## src/rtl/npc_pkg.sv

```systemverilog
package npc_pkg;
  typedef enum logic [2:0] {
    XF_SEQ = 3'd0,
    XF_BEQ = 3'd1,
    XF_BNE = 3'd2,
    XF_JMP = 3'd3,
    XF_JAL = 3'd4,
    XF_JR  = 3'd5
  } xfer_e;
endpackage

```

## src/rtl/npc_cmp.sv

```systemverilog
module npc_cmp #(
  parameter int W = 32
) (
  input  logic [2:0]   class_i,
  input  logic [W-1:0] a_i,
  input  logic [W-1:0] b_i,
  output logic         br_take_o
);
  import npc_pkg::*;
  logic eq;
  assign eq = (a_i == b_i);

  always_comb begin
    unique case (class_i)
      XF_BEQ:  br_take_o = eq;
      XF_BNE:  br_take_o = !eq;
      default: br_take_o = 1'b0;
    endcase
  end
endmodule

```

## src/rtl/npc_tgt.sv

```systemverilog
module npc_tgt #(
  parameter int W  = 32,
  parameter int DW = 16,
  parameter int JW = 26
) (
  input  logic [W-1:0]  pc_i,
  input  logic [DW-1:0] disp_i,
  input  logic [JW-1:0] jfield_i,
  output logic [W-1:0]  seq_o,
  output logic [W-1:0]  br_tgt_o,
  output logic [W-1:0]  j_tgt_o
);
  localparam int UW = W - JW - 2;   // region bits kept for pseudo-direct jumps
  localparam int XW = W - DW - 2;   // sign-extension width of the byte offset

  logic [W-1:0] offs;

  assign seq_o    = pc_i + W'(4);
  assign offs     = {{XW{disp_i[DW-1]}}, disp_i, 2'b00};
  assign br_tgt_o = seq_o + offs;
  assign j_tgt_o  = {seq_o[W-1:W-UW], jfield_i, 2'b00};
endmodule

```

## src/rtl/npc_sel.sv

```systemverilog
module npc_sel #(
  parameter int W = 32
) (
  input  logic [2:0]   class_i,
  input  logic         br_take_i,
  input  logic [W-1:0] seq_i,
  input  logic [W-1:0] br_tgt_i,
  input  logic [W-1:0] j_tgt_i,
  input  logic [W-1:0] jr_src_i,
  output logic [W-1:0] npc_o,
  output logic         taken_o,
  output logic         link_we_o
);
  import npc_pkg::*;

  always_comb begin
    npc_o     = seq_i;
    taken_o   = 1'b0;
    link_we_o = 1'b0;
    unique case (class_i)
      XF_BEQ, XF_BNE: begin
        taken_o = br_take_i;
        if (br_take_i) npc_o = br_tgt_i;
      end
      XF_JMP: begin
        taken_o = 1'b1;
        npc_o   = j_tgt_i;
      end
      XF_JAL: begin
        taken_o   = 1'b1;
        link_we_o = 1'b1;
        npc_o     = j_tgt_i;
      end
      XF_JR: begin
        taken_o = 1'b1;
        npc_o   = jr_src_i;
      end
      default: ;
    endcase
  end
endmodule

```

## src/rtl/npc_unit.sv

```systemverilog
module npc_unit #(
  parameter int          W         = 32,
  parameter int          DW        = 16,
  parameter int          JW        = 26,
  parameter int          RW        = 5,
  parameter int          LINK_REG  = 31,
  parameter logic [31:0] RESET_VEC = 32'hBFC0_0000
) (
  input  logic          clk_i,
  input  logic          rst_ni,
  input  logic          en_i,
  input  logic [2:0]    class_i,
  input  logic [DW-1:0] disp_i,
  input  logic [JW-1:0] jfield_i,
  input  logic [W-1:0]  jr_src_i,
  input  logic [W-1:0]  rs_val_i,
  input  logic [W-1:0]  rt_val_i,
  output logic [W-1:0]  pc_o,
  output logic [W-1:0]  npc_o,
  output logic          taken_o,
  output logic          link_we_o,
  output logic [RW-1:0] link_addr_o,
  output logic [W-1:0]  link_data_o
);
  import npc_pkg::*;

  logic [W-1:0] pc_q, seq, br_tgt, j_tgt;
  logic         br_take;

  npc_cmp #(.W(W)) u_cmp (
    .class_i  (class_i),
    .a_i      (rs_val_i),
    .b_i      (rt_val_i),
    .br_take_o(br_take)
  );

  npc_tgt #(.W(W), .DW(DW), .JW(JW)) u_tgt (
    .pc_i    (pc_q),
    .disp_i  (disp_i),
    .jfield_i(jfield_i),
    .seq_o   (seq),
    .br_tgt_o(br_tgt),
    .j_tgt_o (j_tgt)
  );

  npc_sel #(.W(W)) u_sel (
    .class_i  (class_i),
    .br_take_i(br_take),
    .seq_i    (seq),
    .br_tgt_i (br_tgt),
    .j_tgt_i  (j_tgt),
    .jr_src_i (jr_src_i),
    .npc_o    (npc_o),
    .taken_o  (taken_o),
    .link_we_o(link_we_o)
  );

  always_ff @(posedge clk_i or negedge rst_ni) begin
    if (!rst_ni)   pc_q <= W'(RESET_VEC);
    else if (en_i) pc_q <= npc_o;
  end

  assign pc_o        = pc_q;
  assign link_addr_o = RW'(LINK_REG);
  assign link_data_o = seq;

  p_seq_step_r2: assert property (@(posedge clk_i) disable iff (!rst_ni)
    (en_i && class_i == XF_SEQ) |=> (pc_o == $past(pc_o) + W'(4)));

  p_beq_eq_r3: assert property (@(posedge clk_i) disable iff (!rst_ni)
    (class_i == XF_BEQ && rs_val_i == rt_val_i) |-> taken_o);

  p_bne_eq_r3: assert property (@(posedge clk_i) disable iff (!rst_ni)
    (class_i == XF_BNE && rs_val_i == rt_val_i) |-> !taken_o);

  p_fallthru_r4: assert property (@(posedge clk_i) disable iff (!rst_ni)
    !taken_o |-> (npc_o == pc_o + W'(4)));

  p_link_data_r6: assert property (@(posedge clk_i) disable iff (!rst_ni)
    link_we_o |-> (taken_o && link_data_o == pc_o + W'(4)));

  p_jr_r7: assert property (@(posedge clk_i) disable iff (!rst_ni)
    (class_i == XF_JR) |-> (npc_o == jr_src_i && taken_o));

  p_stall_r9: assert property (@(posedge clk_i) disable iff (!rst_ni)
    !en_i |=> $stable(pc_o));
endmodule

```

## config.mk

```make
export PLATFORM = sky130hd
export DESIGN_NAME = npc_unit
export DESIGN_NICKNAME = d
export VERILOG_FILES = /design/src/rtl/npc_pkg.sv /design/src/rtl/npc_cmp.sv /design/src/rtl/npc_tgt.sv /design/src/rtl/npc_sel.sv /design/src/rtl/npc_unit.sv
export SDC_FILE = /design/constraint.sdc
export NUM_CORES = 1
export LEC_CHECK = 0
export ABC_CLOCK_PERIOD_IN_PS = 5600
export BUFFER_PORTS_ARGS = -buffer_cell sky130_fd_sc_hd__buf_2
export CORE_UTILIZATION = 45
export CTS_CLUSTER_DIAMETER = 60
export DETAILED_ROUTE_END_ITERATION = 12
export HOLD_SLACK_MARGIN = 0.06
export PLACE_DENSITY = 0.76
export SETUP_SLACK_MARGIN = 0.15
export SYNTH_ARGS = -nofsm -noshare
export SYNTH_HDL_FRONTEND = slang
export SYNTH_SLANG_ARGS = --single-unit
export TNS_END_PERCENT = 50
```

## constraint.sdc

```tcl
create_clock -name clk_i -period 5.6 [get_ports clk_i]
set_input_delay 1.12 -clock clk_i [delete_from_list [all_inputs] [get_ports clk_i]]
set_output_delay 1.12 -clock clk_i [all_outputs]
set_load 0.02 [all_outputs]
```

==> results.md, run 1 <==
* Most common cell on crit path: ha_1
* Min-delay worst type: reg -> reg
* Worst R2R Path Depth at 12
* Fillers at 1,336
* Most frequent cells in the layout: buf_2, nand2_1, o21ai_0
* Via Count at around 7.5k
* Ports at approximately 250
* Clk_skew at between 7 and 8 ps
* Critical setup path kind: reg -> out
* Post-route minimum period at approximately 5200 ps
* Detail Placement HPWL at between 15 and 20 mm
* Crit end category: output pin
* Commonest non-fill, non-tap cell in the layout: buf_2
* Worst Setup Start Kind: register
* 1st-pass router iterations at 6
* Die width at ~120 µm
* Pins Over Slew Limit at 0
* Post-synth ARST share at 1.000
* Worst hold endpoint: pc_o[23]$_DFFE_PN1P_
* Total power at 2.125 mW
* Cell Area, Synth at about 6200 µm²
* Syn avg cell area at roughly 7.3 µm²
* Clock Path Buffers at 2
* Critical path's slowest cell: or4_4
* Top cell type's share of synthesized area at 0.09285
* CP max FO at 8
* Later-pin clock latency in the skew report at 300 ps
* Hold WS at 502.7 ps
* Antenna diodes at 0
* Ordered cell list for the critical path: ha_1 > nand4_2 > nor2_1 > xnor2_1 > ha_1 > a21oi_1 > nand2_1 > a221o_1 > nor2b_4 > or4_4 > a2111oi_2 > a211oi_2 > buf_2
* Critical Path RT at around 4500 ps
* Power Dens Cells at 276.1 nW/µm²
* Initial antenna violation count at 0
* Placed cell areas at ~7500 µm²
* Slew margin rel. at 0.4115
* Leak at 3.637 nW
* FMAX at ~190 MHz
* RSZ-0062 raised after global routing: true
* Largest cells by area after synthesis: dfrtp_1, ha_1, xor2_1, nand2_1, o21ai_0
* Nets@finish at 1,238
* Top_reg_cell synth: dfrtp_1
* Synth unique cells at slightly below 90
* Max reg flops at 32
* Total negative slack at 0 ps
* Die area at 14,250 µm²
* Row Count at between 40 and 50
* Yosys warns at 0
* Proportion of layout cells with a drive suffix above 1 at 0.3160
* Non-Filler Instances at 1,236
* Die H at between 100 and 150 µm
* CP arrival at about 4100 ps
* Vias in the first global route at roughly 6.7k
* FF+latch area at between 800 and 900 µm²
* Core ar. at roughly 13,000 µm²
* Max-cap violation count at 0
* Post-synth EDFFs at 0
* Synth Register Bits at 32
* WL/cell at roughly 19 µm
* Crit-path max cell delay at 520 ps
* Final Hold Fails at 0
* Initial core utilization at 0.4644
* Sink Count at 32
* Peak VDD IR at around 0.13 mV
* Area occupied by multi-input gates at 5051 µm²
* Leading area contributor after synthesis: dfrtp_1
* TritonCTS buffer count at 5
* IO buf count at about 240
* Vias per inst at approximately 6.1
* Largest net degree at the start of global routing at 53
* Final cycle utilization of the critical path at 0.9306
* Setup bufs post-CTS at 0
* Reg-to-reg startpoint: pc_o[2]$_DFFE_PN0P_
* Actual slew at the worst max-slew pin at approximately 900 ps
* Status: finished clean
* Gr ovfl total at 0
* Synthesized instance count at 846
* First-pass GRT wire length at approximately 36 mm
* Final Cell Area at between 7000 and 8000 µm²
* 1st-iter DRT viols at just over 800
* WL final at roughly 24 mm
* Clock-pin transition on the worst setup and hold timing paths at 60 ps
* Min-delay src: pc_o[23]$_DFFE_PN1P_
* Routed Antenna Nets at 0
* GRT Overall Usage at 0.3225
* Cells after DPL at 1,228
* Setup ws final at about 390 ps
* Final setup fails at 0
* RR Endpoint: pc_o[16]$_DFFE_PN0P_
* Area delta synth->final at 24.18%
* Remaining DRCs at 0
* GP Congestion at approximately 1.0
* Reg2reg setup slack at ~1800 ps
* Root Driver: clkbuf_16
* Htree depth at 2
* Worst hold stages at 2
* Sequential cell area fraction in the yosys report at 0.1310
* Place WS at around 550 ps
* Post-Route Utilization at 0.5767
* CTS tree: done
-- metal layers --
| metal | global-route usage | routed length, µm | vias to the layer above |
|---|---|---|---|
| met5 | 0 | 0 | - |
| met4 | 0.1211 | 800 | 0 |
| met3 | 0.05316 | 2164 | 56 |
| met2 | 0.5044 | 10530 | 390 |
| met1 | 0.4427 | 10030 | 3442 |
| li1 | - | - | 3612 |
-- synthesized netlist by cell type (all sizes together), types with 7 or more instances --
library cell   n
a21oi         55
o31ai          7
xor2          41
and3          13
a31oi         10
and2          10
xnor2         25
o32ai          7
clkbuf        33
nand3         52
dfrtp         23
dfstp          9
nand4         13
and4           9
nor3          32
ha            34
o211ai        13
a22o          24
inv           28
nand2         84
o21ai         63
nor2          42
nor2b         27
o21a           9
nor4          14
o22ai         11
or3            7
a211oi        13
mux2           8
buf           27
a21o          18
-- how the worst max path moves through the flow --
| stage | start | end | slack, ps | cells past startpoint |
|---|---|---|---|---|
| 6_report | pc_o[2]$_DFFE_PN0P_ | npc_o[30] | 390 | 13 |
| 5_1_grt | pc_o[8]$_DFFE_PN0P_ | npc_o[31] | 120 | 14 |
| 4_1_cts | pc_o[2]$_DFFE_PN0P_ | npc_o[28] | 270 | 14 |
| 3_5_place_dp | disp_i[0] | npc_o[28] | 550 | 12 |
| 3_3_place_gp | disp_i[0] | npc_o[28] | 590 | 12 |
| 2_1_floorplan | pc_o[2]$_DFFE_PN0P_ | npc_o[30] | 500 | 13 |
-- cell families (layout without fill, tap and decap cells) --
| kind of cell | Yosys count | in the layout | share of synthesized area |
|---|---|---|---|
| xor+xnor | 67 | 67 | 0.09689 |
| flops | 32 | 32 | 0.1310 |
| compound gates | 287 | 287 | 0.3337 |
| fa+ha+maj | 35 | 35 | 0.07186 |
| simple gates | 322 | 322 | 0.2788 |
| other cells | 1 | 5 | 0.0006050 |
| buf+inv | 88 | 298 | 0.06298 |
| mux | 14 | 14 | 0.02422 |
-- what timing repair did --
action                                  in CTS  in global routing
gates resized for setup                      0                  7
endpoints found under the setup margin       0                  4
hold buffers                                 0                  0
endpoints found under the hold margin        0                  0
-- power breakdown --
group / leakage (nW) / internal, mW / switching, mW
Sequential: 0.378 / 0.289 / 0.0813
Combinational: 3.19 / 0.544 / 0.924
Clock: 0.0671 / 0.166 / 0.121
-- layout make-up --
class	count	share of cell area
Sequential cell	32	0.1055
Clock inverter	2	0.002113
Inverter	28	0.01365
Multi-Input combinational cell	730	0.6562
Timing Repair Buffer	262	0.1772
Tap cell	176	0.02861
Clock buffer	6	0.01674
-- critical path, delay by kind of cell (launching register included) --
kind | cells | cell delay (ps)
AND/OR/NAND/NOR | 5 | 1170
buffers and inverters | 1 | 170
adder cells (fa/ha/maj) | 2 | 720
XOR/XNOR | 1 | 260
AO/OA/AOI/OAI | 4 | 1000
flip-flops | 1 | 470
Power figures use the tool's default switching activity.
==> run 2: changes to the inputs <==
--- a/config.mk
+++ b/config.mk
@@ -6,12 +6,12 @@
 export NUM_CORES = 1
 export LEC_CHECK = 0
 export ABC_CLOCK_PERIOD_IN_PS = 5600
-export BUFFER_PORTS_ARGS = -buffer_cell sky130_fd_sc_hd__buf_2
 export CORE_UTILIZATION = 45
 export CTS_CLUSTER_DIAMETER = 60
 export DETAILED_ROUTE_END_ITERATION = 12
+export DONT_BUFFER_PORTS = 1
 export HOLD_SLACK_MARGIN = 0.06
-export PLACE_DENSITY = 0.76
+export PLACE_DENSITY = 0.7
 export SETUP_SLACK_MARGIN = 0.15
 export SYNTH_ARGS = -nofsm -noshare
 export SYNTH_HDL_FRONTEND = slang
==> run 2 against run 1 <==
- fmax shrank 2.1%
- non-clock buffer count shrank 210
- largest power group unchanged
- highest routed layer unchanged
- core utilization shrank 7.0 points
- sequential power grew 18%
- first-iteration DRC count shrank 9.6%
- clock skew grew 0.85 ps
==> results.md, run 2 (same netlist as run 1, synthesis figures left out) <==
* Ordered cell list for the critical path: and4_1 > nand4_1 > nor3_1 > xnor2_1 > inv_1 > ha_1 > nand4_1 > nor3_1 > a311oi_2 > or4_1 > nand3_1
* Most frequent cells in the layout: nand2_1, o21ai_0, a21oi_1, buf_4, nand3_1
* Max reg flops at 32 (unchanged)
* IO buf count at 0 (-100%)
* CP arrival at 4200 ps (+110 ps)
* Root Driver: clkbuf_16
* Crit end category: output pin
* Critical Path RT at 4480 ps (about the same)
* Gr ovfl total at 0 (unchanged)
* Remaining DRCs at 0 (unchanged)
* Detail Placement HPWL at 18.42 mm (-1.6%)
* Vias per inst at 6.626 (+9.2%)
* Die H at 119.4 µm (unchanged)
* Actual slew at the worst max-slew pin at 891.4 ps (+8.601 ps)
* Min-delay worst type: in -> async
* Leak at 2.800 nW (-23%)
* Vias in the first global route at 6,132 (-8.0%)
* CTS tree: done
* Reg-to-reg startpoint: pc_o[8]$_DFFE_PN0P_
* 1st-iter DRT viols at 735 (-9.6%)
* Setup ws final at 277.9 ps (-110.8 ps)
* Slew margin rel. at 0.4021 (-0.009319)
* 1st-pass router iterations at 5 (-1)
* Antenna diodes at 0 (unchanged)
* Post-CTS Hold Buffers at 0 (unchanged)
* TritonCTS buffer count at 5 (unchanged)
* GP Congestion at 0.9608 (-4.2%)
* Largest net degree at the start of global routing at 72 (+36%)
* Final cycle utilization of the critical path at 0.9504 (+0.01978)
* Peak VDD IR at 0.1226 mV (-8.8%)
* Sink Count at 32 (unchanged)
* WL final at 23.58 mm (+0.24%)
* Total negative slack at 0 ps (unchanged)
* Die width at 119.4 µm (unchanged)
* Post-Route Utilization at 0.5067 (-0.06993)
* Clk_skew at 8.373 ps (+0.8503 ps)
* Place WS at 489.9 ps (-64.54 ps)
* Htree depth at 2 (unchanged)
* Crit-path max cell delay at 680 ps (+160 ps)
* Reg2reg setup slack at 1570 ps (-230 ps)
* Total power at 2.077 mW (-2.3%)
* Via Count at 6,798 (-9.4%)
* RSZ-0062 raised after global routing: true
* Ports at 247 (unchanged)
* RR Endpoint: pc_o[17]$_DFFE_PN0P_
* CP max FO at 5 (-3)
* First-pass GRT wire length at 35.26 mm (-1.9%)
* Proportion of layout cells with a drive suffix above 1 at 0.1565 (-0.1596)
* Worst Setup Start Kind: register
* Final Hold Fails at 0 (unchanged)
* Commonest non-fill, non-tap cell in the layout: nand2_1
* Critical setup path kind: reg -> out
* FMAX at 187.9 MHz (-2.1%)
* Later-pin clock latency in the skew report at 290 ps (about the same)
* Final setup fails at 0 (unchanged)
* Worst R2R Path Depth at 11 (-1)
* Clock-pin transition on the worst setup and hold timing paths at 70 ps (about the same)
* Pins Over Slew Limit at 0 (unchanged)
* Core ar. at 13,350 µm² (unchanged)
* Initial core utilization at 0.4644 (unchanged)
* Die area at 14,250 µm² (unchanged)
* Clock Path Buffers at 2 (unchanged)
* Nets@finish at 1,028 (-17%)
* WL/cell at 22.98 µm (+21%)
* Status: finished clean
* GRT Overall Usage at 0.3202 (-0.002347)
* Row Count at 42 (unchanged)
* Critical path's slowest cell: dfstp_2
* Initial antenna violation count at 0 (unchanged)
* Power Dens Cells at 307.1 nW/µm² (+11%)
* Post-route minimum period at 5322 ps (+110.8 ps)
* Max-cap violation count at 0 (unchanged)
* Routed Antenna Nets at 0 (unchanged)
* Area delta synth->final at 9.124%
run 2: changes by cell type in the layout (fill, tap and decap cells not counted), moves of 2 or more:
cell	delta
buf_2	-241
xnor2_1	+3
xnor2_2	-3
clkbuf_8	+2
dfrtp_2	+9
dfrtp_1	-9
buf_4	+31
run 2: final cells by class:
cell class	count	area (µm²)
Clock inverter	1	30.03
Tap cell	176	220.2
Clock buffer	7	152.6
Fill cell	1350	6584
Inverter	28	105.1
Multi-Input combinational cell	730	5042
Timing Repair Buffer	52	390.4
Sequential cell	32	823.3
run 2: routing by layer:
metal / GRT usage / up-vias / part of all wire
met5: 0 / - / 0
met4: 0.08906 / 0 / 0.024
met3: 0.1106 / 44 / 0.13
met2: 0.4858 / 397 / 0.43
met1: 0.4276 / 3179 / 0.42
li1: - / 3178 / -
run 2: worst max-delay path by stage:
| stage | to | cells past startpoint | start |
|---|---|---|---|
| 2_1_floorplan | npc_o[30] | 13 | pc_o[2]$_DFFE_PN0P_ |
| 3_3_place_gp | npc_o[28] | 15 | pc_o[4]$_DFFE_PN0P_ |
| 3_5_place_dp | npc_o[28] | 14 | pc_o[2]$_DFFE_PN0P_ |
| 4_1_cts | npc_o[28] | 14 | pc_o[2]$_DFFE_PN0P_ |
| 5_1_grt | npc_o[28] | 14 | pc_o[2]$_DFFE_PN0P_ |
| 6_report | npc_o[31] | 11 | pc_o[23]$_DFFE_PN1P_ |
run 2: where the power goes:
group | leakage [nW] | internal (mW) | total (mW) | switching, mW
registers | 0.368 | 0.292 | 0.435 | 0.143
logic | 2.34 | 0.477 | 1.28 | 0.803
clock network | 0.0901 | 0.235 | 0.362 | 0.127
total | 2.80 | 1.00 | 2.08 | 1.07
run 2: worst max-delay path: cells and delay by family (launching register included):
family	cells	cell delay (ps)
fa+ha+maj	1	400
flops	1	680
simple gates	7	2230
buf+inv	1	200
xor+xnor	1	210
compound gates	1	190
run 2: metrics by stage:
| step | std cells | cell area [µm²] | hold slack (ps) |
|---|---|---|---|
| 3_5_place_dp | 1016 | 6528 | 568.8 |
| 3_3_place_gp | 1016 | 6528 | 566.9 |
| 6_report | 1026 | 6764 | 515.1 |
| 4_1_cts | 1024 | 6710 | 514.1 |
| 2_1_floorplan | 850 | 6213 | 520.6 |
| 5_1_grt | 1026 | 6764 | 507.8 |
run 2: what timing repair did:
| action | CTS | global route |
|---|---|---|
| setup endpoints to repair | 0 | 9 |
| setup buffers | 0 | 2 |
| gates resized for setup | 0 | 15 |
